[src/rtl/kbd_pkg.sv]
package kbd_pkg;
  // offset within the four-byte window; order fixed by the address map
  typedef enum logic [1:0] {
    REG_CODE = 2'd0,
    REG_OUT  = 2'd1,
    REG_AUX  = 2'd2,
    REG_CMD  = 2'd3
  } kbd_reg_e;
endpackage

[src/rtl/kbd_addr_dec.sv]
module kbd_addr_dec
  import kbd_pkg::*;
#(
  parameter int unsigned ADDR_W    = 16,
  parameter logic [ADDR_W-1:0] BASE_ADDR = 16'h0060
) (
  input  logic [ADDR_W-1:0] addr_i,
  output logic              hit_o,
  output kbd_reg_e          reg_o
);
  assign hit_o = (addr_i[ADDR_W-1:2] == BASE_ADDR[ADDR_W-1:2]);
  assign reg_o = kbd_reg_e'(addr_i[1:0]);
endmodule

[src/rtl/kbd_code_latch.sv]
module kbd_code_latch #(
  parameter int unsigned CODE_W = 7
) (
  input  logic            clk_i,
  input  logic            rst_ni,
  input  logic            valid_i,
  input  logic [CODE_W-1:0] code_i,
  input  logic            brk_i,
  input  logic            ack_i,
  output logic            ready_o,
  output logic [CODE_W:0] code_o
);
  logic            full_q;
  logic [CODE_W:0] code_q;

  always_ff @(posedge clk_i or negedge rst_ni) begin
    if (!rst_ni) begin
      full_q <= 1'b0;
      code_q <= '0;
    end else if (!full_q && valid_i) begin
      full_q <= 1'b1;
      code_q <= {brk_i, code_i};
    end else if (full_q && ack_i) begin
      full_q <= 1'b0;
    end
  end

  assign ready_o = ~full_q;
  assign code_o  = code_q;

  assert_capture_value_R2: assert property (@(posedge clk_i) disable iff (!rst_ni)
    (valid_i && ready_o) |=> (code_o == $past({brk_i, code_i})));
  assert_capture_blocks_R3: assert property (@(posedge clk_i) disable iff (!rst_ni)
    (valid_i && ready_o) |=> !ready_o);
  assert_hold_code_R4: assert property (@(posedge clk_i) disable iff (!rst_ni)
    (!ready_o) |=> $stable(code_o));
  assert_release_R5: assert property (@(posedge clk_i) disable iff (!rst_ni)
    (ack_i && !ready_o) |=> ready_o);
endmodule

[src/rtl/kbd_out_reg.sv]
module kbd_out_reg #(
  parameter int unsigned DATA_W = 8
) (
  input  logic              clk_i,
  input  logic              rst_ni,
  input  logic              wr_i,
  input  logic [DATA_W-1:0] wdata_i,
  output logic [DATA_W-1:0] out_o,
  output logic              ack_o
);
  localparam int unsigned ACK_BIT = DATA_W - 1;

  logic [DATA_W-1:0] out_q;

  always_ff @(posedge clk_i or negedge rst_ni) begin
    if (!rst_ni) out_q <= '0;
    else if (wr_i) out_q <= wdata_i;
  end

  // acknowledge completes on the write that takes the top bit from 1 to 0
  assign ack_o = wr_i & out_q[ACK_BIT] & ~wdata_i[ACK_BIT];
  assign out_o = out_q;

  assert_ack_clears_R5: assert property (@(posedge clk_i) disable iff (!rst_ni)
    ack_o |=> !out_o[ACK_BIT]);
  assert_ack_only_on_fall_R6: assert property (@(posedge clk_i) disable iff (!rst_ni)
    $fell(out_o[ACK_BIT]) |-> $past(ack_o));
endmodule

[src/rtl/kbd_byte_reg.sv]
module kbd_byte_reg #(
  parameter int unsigned DATA_W = 8
) (
  input  logic              clk_i,
  input  logic              rst_ni,
  input  logic              wr_i,
  input  logic [DATA_W-1:0] wdata_i,
  output logic [DATA_W-1:0] q_o
);
  always_ff @(posedge clk_i or negedge rst_ni) begin
    if (!rst_ni) q_o <= '0;
    else if (wr_i) q_o <= wdata_i;
  end

  assert_store_R9: assert property (@(posedge clk_i) disable iff (!rst_ni)
    wr_i |=> (q_o == $past(wdata_i)));
endmodule

[src/rtl/kbd_scan_port.sv]
module kbd_scan_port
  import kbd_pkg::*;
#(
  parameter int unsigned DATA_W    = 8,
  parameter int unsigned ADDR_W    = 16,
  parameter logic [ADDR_W-1:0] BASE_ADDR = 16'h0060
) (
  input  logic              clk_i,
  input  logic              rst_ni,
  input  logic              key_valid_i,
  input  logic [DATA_W-2:0] key_code_i,
  input  logic              key_break_i,
  output logic              key_ready_o,
  input  logic [ADDR_W-1:0] io_addr_i,
  input  logic              io_wr_i,
  input  logic [DATA_W-1:0] io_wdata_i,
  output logic [DATA_W-1:0] io_rdata_o,
  input  logic [DATA_W-1:0] aux_in_i,
  output logic [DATA_W-1:0] out_port_o,
  output logic              irq_o
);
  localparam int unsigned CODE_W = DATA_W - 1;

  logic              hit;
  kbd_reg_e          sel;
  logic              wr_out, wr_cmd, ack;
  logic [DATA_W-1:0] code_byte, cmd_byte;

  kbd_addr_dec #(.ADDR_W(ADDR_W), .BASE_ADDR(BASE_ADDR)) u_dec (
    .addr_i(io_addr_i), .hit_o(hit), .reg_o(sel)
  );

  assign wr_out = io_wr_i & hit & (sel == REG_OUT);
  assign wr_cmd = io_wr_i & hit & (sel == REG_CMD);

  kbd_out_reg #(.DATA_W(DATA_W)) u_out (
    .clk_i(clk_i), .rst_ni(rst_ni), .wr_i(wr_out), .wdata_i(io_wdata_i),
    .out_o(out_port_o), .ack_o(ack)
  );

  kbd_code_latch #(.CODE_W(CODE_W)) u_latch (
    .clk_i(clk_i), .rst_ni(rst_ni), .valid_i(key_valid_i), .code_i(key_code_i),
    .brk_i(key_break_i), .ack_i(ack), .ready_o(key_ready_o), .code_o(code_byte)
  );

  kbd_byte_reg #(.DATA_W(DATA_W)) u_cmd (
    .clk_i(clk_i), .rst_ni(rst_ni), .wr_i(wr_cmd), .wdata_i(io_wdata_i), .q_o(cmd_byte)
  );

  assign irq_o = ~key_ready_o;

  always_comb begin
    io_rdata_o = '0;
    if (hit) begin
      unique case (sel)
        REG_CODE: io_rdata_o = code_byte;
        REG_OUT:  io_rdata_o = out_port_o;
        REG_AUX:  io_rdata_o = aux_in_i;
        REG_CMD:  io_rdata_o = cmd_byte;
        default:  io_rdata_o = '0;
      endcase
    end
  end

  assert_irq_until_ack_R3: assert property (@(posedge clk_i) disable iff (!rst_ni)
    (irq_o && !ack) |=> irq_o);
  assert_irq_on_capture_R3: assert property (@(posedge clk_i) disable iff (!rst_ni)
    (key_valid_i && key_ready_o) |=> irq_o);
  assert_outside_reads_zero_R10: assert property (@(posedge clk_i) disable iff (!rst_ni)
    !hit |-> (io_rdata_o == '0));
endmodule

[config.mk]
export PLATFORM = sky130hd
export DESIGN_NAME = kbd_scan_port
export DESIGN_NICKNAME = d
export VERILOG_FILES = /design/src/rtl/kbd_pkg.sv /design/src/rtl/kbd_addr_dec.sv /design/src/rtl/kbd_code_latch.sv /design/src/rtl/kbd_out_reg.sv /design/src/rtl/kbd_byte_reg.sv /design/src/rtl/kbd_scan_port.sv
export SDC_FILE = /design/constraint.sdc
export NUM_CORES = 1
export LEC_CHECK = 0
export BUFFER_PORTS_ARGS = -buffer_cell sky130_fd_sc_hd__buf_2
export CAP_MARGIN = 20
export CORE_ASPECT_RATIO = 1.25
export CORE_UTILIZATION = 40
export CTS_BUF_LIST = sky130_fd_sc_hd__clkbuf_4
export CTS_CLUSTER_DIAMETER = 60
export CTS_CLUSTER_SIZE = 30
export DETAILED_ROUTE_END_ITERATION = 7
export PLACE_DENSITY = 0.67
export SLEW_MARGIN = 20
export SYNTH_ARGS = -nofsm -noshare
export SYNTH_HDL_FRONTEND = slang
export SYNTH_SLANG_ARGS = --single-unit
[constraint.sdc]
create_clock -name clk_i -period 2.96 [get_ports clk_i]
set_clock_uncertainty 0.15 [all_clocks]
set_input_delay 0.148 -clock clk_i [delete_from_list [all_inputs] [get_ports clk_i]]
set_output_delay 0.148 -clock clk_i [all_outputs]
set_load 0.02 [all_outputs]
# ---- After elaboration in Yosys (flattened, before gate mapping)
# Index checks and enable logic that the tools add are counted.
dict set report totals {
  out_inout_bits 18
  reg_bits 25
  rom_bits 0
  ramBits 0
  elab_cells 24
  inputBits 44
  latch_bits 0
  n_memories 0
}
dict set report op_classes {
  n_reduce_logical 5
  muxes 4
  mul 0
  bitwise 7
  addsub 0
  eq_ne 4
  shift 0
  magnitude_cmp 0
  div 0
}
# operator count
set op_table {}
lappend op_table {{$pmux 8 s4} 1}
lappend op_table {{$eq 14x5->1 const B} 1}
lappend op_table {{$mux 8} 1}
lappend op_table {{$and 1x1->1} 5}
lappend op_table {{$eq 2x2->1 const B} 2}
lappend op_table {{$eq 2x1->1 const B} 1}
lappend op_table {{$logic_and 1x1->1} 2}
lappend op_table {{$logic_not 2->1} 1}
lappend op_table {{$mux 1} 2}
lappend op_table {{$not 1->1} 2}
lappend op_table {{$reduce_bool 2->1} 1}
lappend op_table {{$logic_not 1->1} 1}

# ---- Longest topological paths before layout
# Gate-level depths: netlist of the first run.
dict set report depth {
  word_depth 8
  mapped_depth 5
  mapped_depth_nobuf 4
}

# ---- Cells and area by module
# From an unflattened synthesis of the first run, not the netlist that was laid out.
dict set report hier_totals {
  cells_unflattened 95
  hier_area_um2 1375.1
}
# mod seq_area_each_um2 cells_each n_inst area_per_inst_um2
set by_module_without_submodules {}
lappend by_module_without_submodules {kbd_code_latch 225.2 21 1 374.1}
lappend by_module_without_submodules {kbd_out_reg 200.2 18 1 341.6}
lappend by_module_without_submodules {kbd_byte_reg 200.2 17 1 331.6}
lappend by_module_without_submodules {kbd_scan_port 0.0 32 1 276.5}
lappend by_module_without_submodules {kbd_addr_dec 0.0 7 1 51.3}

# ---- Worst setup path before layout of the first run
# OpenSTA, ideal clock, no wires.
dict set report synth_timing {
  path_kind {input to register}
  from {input io_addr_i[10]}
  to {register u_cmd.q_o[0]}
  required_time_ps 2685
  t_arrival_ps 1265
  cell_stages 5
  n_path_buf 1
  slack_ps 1420
  setup_time_ps 125
  path_cell_list {nor4_2 > nand4_2 > buf_6 > nor2_8 > mux2_4}
}
dict set report synth_via {
  elab_chain_len 3
}
# element line_no
set synth_rtl {}
lappend synth_rtl {{start: declaration} kbd_scan_port.sv:14} ;# input logic [ADDR_W-1:0] io_addr_i,
lappend synth_rtl {{$eq 14x5->1} kbd_addr_dec.sv:11} ;# assign hit_o = (addr_i[ADDR_W-1:2] == BASE_ADDR[ADDR_W-1:2]);
lappend synth_rtl {{$and 1x1->1 (2 in a row)} kbd_scan_port.sv:34} ;# assign wr_cmd = io_wr_i & hit & (sel == REG_CMD);
lappend synth_rtl {{end signal: assignment} kbd_byte_reg.sv:12} ;# else if (wr_i) q_o <= wdata_i;
lappend synth_rtl {{end: declaration} kbd_byte_reg.sv:8} ;# output logic [DATA_W-1:0] q_o
# No other way between the ends.
# A chain may end at the register's enable or synchronous reset.

# ---- Final worst setup path of the first run
dict set report layout_timing {
  from {register u_out.out_q[0], in the netlist u_out.out_o[0]}
  to {output io_rdata_o[0]}
}
dict set report layout_via {
  elab_chain_len 2
}
# element line_no
set layout_rtl {}
lappend layout_rtl {{start: declaration} kbd_out_reg.sv:13} ;# logic [DATA_W-1:0] out_q;
lappend layout_rtl {{start signal: assignment} kbd_out_reg.sv:17} ;# else if (wr_i) out_q <= wdata_i;
lappend layout_rtl {{$pmux 8 s4} kbd_scan_port.sv:55} ;# unique case (sel)
lappend layout_rtl {{$mux 8} kbd_scan_port.sv:54} ;# if (hit) begin
lappend layout_rtl {{end: declaration} kbd_scan_port.sv:17} ;# output logic [DATA_W-1:0] io_rdata_o,
# No other way between the ends.

==> results of run 1 <==
routing by layer:
layer | up-vias | GRT usage | part of all wire
met3 | 2 | 0.02283 | 0.064
met2 | 46 | 0.3009 | 0.50
met1 | 471 | 0.2437 | 0.43
met5 | - | 0 | 0
met4 | 0 | 0.03846 | 0.0035
li1 | 460 | - | -
power by group through the flow:
stage          Clock (W)  Sequential, W  Combinational (W)
6_report        0.000158       0.000350          0.0000846
5_1_grt         0.000181       0.000351          0.0000943
4_1_cts         0.000163       0.000350          0.0000862
3_5_place_dp           0       0.000356          0.0000691
3_3_place_gp           0       0.000356          0.0000676
2_1_floorplan          0       0.000356          0.0000307
layout make-up:
cell class                 instances  area (um2)  share of cell area
inverter                           1       3.754            0.002012
clock buffer                       4       30.03             0.01610
tap                               37       46.29             0.02482
multi-input combinational         52       684.4              0.3669
timing repair buffer              78       475.5              0.2549
sequential                        25       625.6              0.3353
cells in the final DEF (no fill, tap or decap):
cell type	instances
nor4_2	1
and2b_2	8
nor2_1	1
dfrtp_1	25
nand4_2	1
nor2b_1	1
nand3_1	1
clkbuf_4	4
o21bai_1	1
dlygate4sd3_1	17
nor4b_4	1
nand3b_1	1
nor2_4	1
nor4b_2	1
mux4_2	8
mux2_4	8
nor2_8	1
nor4b_1	1
mux2_2	16
inv_1	1
buf_2	61
worst max-delay path, delay by kind of cell (launching register included):
kind | cells | cell delay (ns)
buf+inv | 1 | 0.15
simple gates | 1 | 0.21
mux | 1 | 0.44
flops | 1 | 0.42
worst max path at each step:
stage              startpoint                end  slack (ns)
2_1_floorplan   io_addr_i[10]       u_cmd.q_o[0]        1.42
3_3_place_gp     io_addr_i[8]     u_out.out_o[6]        0.97
3_5_place_dp     io_addr_i[3]     u_out.out_o[5]        0.92
4_1_cts        u_latch.full_q  u_latch.code_o[7]        1.08
5_1_grt        u_latch.full_q  u_latch.code_o[7]        1.03
6_report       u_out.out_o[0]      io_rdata_o[0]        1.13
registers in the layout (all words and copies together), names as in the netlist:
register and cells:
u_latch.full_q 1, u_cmd.q_o 8, u_out.out_o 8, u_latch.code_o 8
through the flow:
stage / utilization / total power (W) / worst slack (ns) / cell area [um2]
3_3_place_gp: 0.5167 / 0.0004235 / 0.9748 / 1665
2_1_floorplan: - / 0.0003862 / 1.420 / 1356
6_report: 0.5788 / 0.0005923 / 1.129 / 1866
3_5_place_dp: 0.5167 / 0.0004255 / 0.9158 / 1665
4_1_cts: 0.5788 / 0.0005994 / 1.076 / 1866
5_1_grt: 0.5788 / 0.0006266 / 1.026 / 1866
cells by family (layout without fill, tap and decap cells):
logic type | count (synthesis) | in the layout | synth area share
buf+inv | 5 | 83 | 0.03413
compound gates | 1 | 1 | 0.005537
mux | 32 | 32 | 0.3542
simple gates | 19 | 19 | 0.1448
flops | 25 | 25 | 0.4613
what timing repair did:
| action | 4_1_cts | 5_1_grt |
|---|---|---|
| hold buffers | 17 | 0 |
| endpoints found under the setup margin | 0 | 0 |
| hold endpoints to repair | 50 | 0 |
==> results.md, run 1 <==
* Status: complete, no violations
* Top post-synthesis cells by count: dfrtp_1 (25), mux2_2 (16), and2b_2 (8), mux2_4 (8), mux4_2 (8)
* Vias in the first global route at 967
* Num CTS Buffers at 3
* HP Start: io_wr_i
* RSZ-0062 raised after global routing: false
* Max Fclk at 0.5461 GHz
* Post-route ant nets at 0
* Area leader, netlist: dfrtp_1
* Worst slew pin tran at 0.9428 ns
* Hpwl dp at 2080 um
* Synthesized netlist cell count at 82
* Final-report hold violation count at 0
* Worst-path clk slew at 0.13 ns
* Core box area at 3223 um2
* Fin crit share at 0.6186
* CTS tree: yes
* Count leader, synth: dfrtp_1
* Tmin final at 1.831 ns
* Max clock buf depth at 2
* Synth Flop Type: dfrtp_1
* Wire per inst at 14.61 um
* Hold Worst Slack at 0.1604 ns
* Number of clock sinks at 25
* Nets at 205
* Initial antenna violation count at 0
* CTS Root Cell: clkbuf_4
* Die Area at 3629 um2
* Syn. warnings at 0
* Hold depth at 4
* Reg2Reg Launch Point: u_latch.full_q
* Largest net degree at the start of global routing at 26
* Critical path cell sequence: mux4_2, and2b_2, buf_2
* Post-DR vias/cell at 4.970
* Total Neg Setup Slack at 0 ns
* Switching share of power at 0.2193
* # IOs at 62
* Cell Rows at 23
* GP Congestion at 0.6778
* Synth area leaders: dfrtp_1 (46%), mux2_2 (13%), mux4_2 (13%)
* Kind of critical path: reg2out
* Max Cap Viol at 0
* Netlist cell types at 21
* Gr ovfl total at 0
* Pleak at 0.9903 nW
* Syn nets at 126
* CTS resizes at 0
* Critical path endpoint category: primary output
* Crit start category: register
* Seq/Total Area, Yosys at 0.4613
* Critical Path Max Stage Delay at 0.44 ns
* FFs w/ async S/R, synth at 1.000
* Worst Hold End: u_latch.full_q
* Synthesized area at 1356 um2
* Initial drt markers at 6
* N_diodes at 0
* CP max-delay cell: mux4_2
* # DRC at 0
* Hold crit path type: in2reg
* Slew headroom at 0.3701
* Average cell area after synthesis at 16.54 um2
* Layout area overhead at 37.55%
* Pwr dens at 317.5 nW/um2
* Worst r2r dst: u_latch.code_o[7]
* H-tree depth at 1
* WP data required at 2.66 ns
* Port Buf Inserts at 61
* CP max FO at 3
* Clk network pwr share at 0.267
* Die H at 67.11 um
* Share of the synthesized area in the top cell type at 0.4613
* NetSw at 0.0001299 W
* VDD IR max at 260.1 uV
* Routed Wire Length at 2879 um
* Yosys reg bits at 25
* Drt first pass iters at 2
* Setup violators final at 0
* Global-route wire length before repair at 4609 um
* Cell Count, Final, Fillers Out at 197
* Reg2Reg Setup Slack at 1.15 ns
* Max-slew violations at 0
* Flop pwr share at 0.590
* Die X at 54.08 um
* Layout cells sized above 1 at 0.6938
* Comb pwr share at 0.143
* Setup Fix Bufs, Post-CTS at 0
* EDFF count, synth at 0
* Starting Density at 0.4208
* Reg2reg path depth at 2
* Fill cells at 287
* Placed instance count at 176
* Global Route Usage Sum at 0.1789
* Internal at 0.0004624 W
* Latest clock arrival within the worst-skew pair at 0.31 ns
* Via count at 979
* Worst Path Arrival at 1.53 ns
(Power assumes the default switching activity.)
==> inputs of run 2 (changes only) <==
==> constraint.sdc (replaced) <==
create_clock -name clk_i -period 1.9 [get_ports clk_i]
set_clock_uncertainty 0.15 [all_clocks]
set_input_delay 0.095 -clock clk_i [delete_from_list [all_inputs] [get_ports clk_i]]
set_output_delay 0.095 -clock clk_i [all_outputs]
set_load 0.02 [all_outputs]
==> results.md, run 2 (synthesis gave the netlist of run 1 again) <==
* Status: complete, no violations (unchanged)
* Total Neg Setup Slack at 0 ns (unchanged)
* Fin crit share at 0.9431
* Fill cells at 282 (was 287)
* Placed instance count at 178 (was 176)
* Initial antenna violation count at 0 (unchanged)
* RSZ-0062 raised after global routing: false (unchanged)
* Die X at 54.08 um (unchanged)
* Cell Count, Final, Fillers Out at 199 (was 197)
* Die Area at 3629 um2 (unchanged)
* Layout area overhead at 38.65% (was 37.55%)
* Hold Worst Slack at 0.1136 ns (was 0.1604 ns)
* Num CTS Buffers at 3 (unchanged)
* DP Worst Slack at 0.04661 ns (was 0.9158 ns)
* # IOs at 62 (unchanged)
* CTS tree: yes (unchanged)
* GR Util met1 at 0.2386 (was 0.2437)
* Pwr dens at 489.3 nW/um2 (was 317.5 nW/um2)
* Flop pwr share at 0.592 (was 0.590)
* Max Cap Viol at 0 (unchanged)
* Via count at 1003 (was 979)
* Post-DR vias/cell at 5.040 (was 4.970)
* Internal at 0.0007206 W (was 0.0004624 W)
* Layout cells sized above 1 at 0.6975 (was 0.6938)
* Switching share of power at 0.2169 (was 0.2193)
* Met2 usage in global routing at 0.3796 (was 0.3009)
* Worst slew pin tran at 0.5460 ns (was 0.9428 ns)
* Vias in the first global route at 1083 (was 967)
* Global-route wire length before repair at 5064 um (was 4609 um)
* Max clock buf depth at 2 (unchanged)
* Drt first pass iters at 3 (was 2)
* Die H at 67.11 um (unchanged)
* Cell Rows at 23 (unchanged)
* CTS Root Cell: clkbuf_4 (unchanged)
* Critical Path Max Stage Delay at 0.47 ns (was 0.44 ns)
* Global Route Usage Sum at 0.1989 (was 0.1789)
* Number of clock sinks at 25 (unchanged)
* NetSw at 0.0001995 W (was 0.0001299 W)
* CP max-delay cell: mux4_2 (unchanged)
* Clk network pwr share at 0.261 (was 0.267)
* Met3 Usage GRT at 0.01826 (was 0.02283)
* GP Congestion at 0.6802 (was 0.6778)
* Starting Density at 0.4208 (unchanged)
* Largest net degree at the start of global routing at 26 (unchanged)
* Port Buf Inserts at 61 (unchanged)
* WP data required at 1.65 ns (was 2.66 ns)
* Latest clock arrival within the worst-skew pair at 0.30 ns (was 0.31 ns)
* Max-slew violations at 0 (unchanged)
* Slew headroom at 0.6360 (was 0.3701)
* Hpwl dp at 2267 um (was 2080 um)
* VDD IR max at 433.3 uV (was 260.1 uV)
* Post-route ant nets at 0 (unchanged)
* Wire per inst at 16.15 um (was 14.61 um)
* Initial drt markers at 6 (unchanged)
* GR peak layer: met2 (unchanged)
* Tmin final at 1.792 ns
* Nets at 207 (was 205)
* Final-report hold violation count at 0 (unchanged)
* H-tree depth at 1 (unchanged)
* Most frequent cells in the layout: buf_2 (61), dfrtp_1 (25), dlygate4sd3_1 (17) (unchanged)
* Gr ovfl total at 0 (unchanged)
* Pleak at 0.9999 nW (was 0.9903 nW)
* N_diodes at 0 (unchanged)
* CP max FO at 4 (was 3)
* Kind of critical path: reg2out (unchanged)
* Routed Wire Length at 3214 um (was 2879 um)
* # DRC at 0 (unchanged)
* Max Fclk at 0.5581 GHz
* Comb pwr share at 0.147 (was 0.143)
* Critical path cell sequence: mux4_2, and2b_2, buf_2 (unchanged)
* Worst Path Arrival at 1.55 ns (was 1.53 ns)
* Worst-path clk slew at 0.13 ns (about the same)
* Most common cell after layout, fill and taps aside: buf_2 (unchanged)
* Total power at 0.0009201 W (was 0.0005923 W)
* Final WS setup at 0.1081 ns (was 1.129 ns)
* Hold crit path type: in2reg (unchanged)
* Crit start category: register (unchanged)
* Setup violators final at 0 (unchanged)
* Critical path endpoint category: primary output (unchanged)
* Core box area at 3223 um2 (unchanged)
-- run 2: cell count changes in the layout (fill, tap and decap cells not counted) --
cell	change
buf_4	+2
-- run 2: worst max-delay path, delay by kind of cell, from the launching register on --
family / cells / cell delay (ns)
buffers and inverters: 1 / 0.15
AND/OR/NAND/NOR: 1 / 0.20
multiplexers: 1 / 0.47
flip-flops: 1 / 0.43
-- run 2: metal layers --
layer	share of wire	up-vias
met5	0	-
met4	0	0
met3	0.060	0
met2	0.54	46
met1	0.40	491
li1	-	466
-- run 2: stage by stage --
stage                     area [um2]  utilization
after floorplan                 1356            -
after global placement          1680       0.5214
after detailed placement        1680       0.5214
after CTS                       1881       0.5835
after global routing            1881       0.5835
final                           1881       0.5835
-- run 2: what timing repair did --
item / in CTS / in global routing
hold buffers: 17 / 0
setup buffers: 0 / 0
gates resized for setup: 0 / 0
endpoints found under the hold margin: 50 / 0
setup endpoints to repair: 0 / 0
-- run 2: area by class of cell --
| class | instances | area [um2] | area share |
|---|---|---|---|
| flip-flops and latches | 25 | 625.6 | 0.3327 |
| clock buffers | 4 | 30.03 | 0.01597 |
| well taps | 37 | 46.29 | 0.02462 |
| multi-input cells | 52 | 684.4 | 0.3639 |
| repair buffers | 80 | 490.5 | 0.2608 |
| inverters | 1 | 3.754 | 0.001996 |
-- run 2: final timing paths --
path	from	endpoint	slack, ns	cells past startpoint
worst max-delay path	u_out.out_o[7]	io_rdata_o[7]	0.11	3
worst min-delay path	io_wr_i	u_latch.full_q	0.11	4
worst max register to register	u_latch.full_q	u_latch.code_o[2]	0.57	3
worst min register to register	u_cmd.q_o[4]	u_cmd.q_o[4]	0.37	1
max in group asynchronous	rst_ni	u_out.out_o[6]	1.10	2
min in group asynchronous	rst_ni	u_latch.code_o[0]	0.14	2
-- run 2: power by group through the flow --
stage / clock, W / combinational, W / sequential (W)
2_1_floorplan: 0 / 0.0000478 / 0.000554
3_3_place_gp: 0 / 0.000105 / 0.000554
3_5_place_dp: 0 / 0.000109 / 0.000555
4_1_cts: 0.000245 / 0.000136 / 0.000545
5_1_grt: 0.000267 / 0.000148 / 0.000546
6_report: 0.000240 / 0.000135 / 0.000545
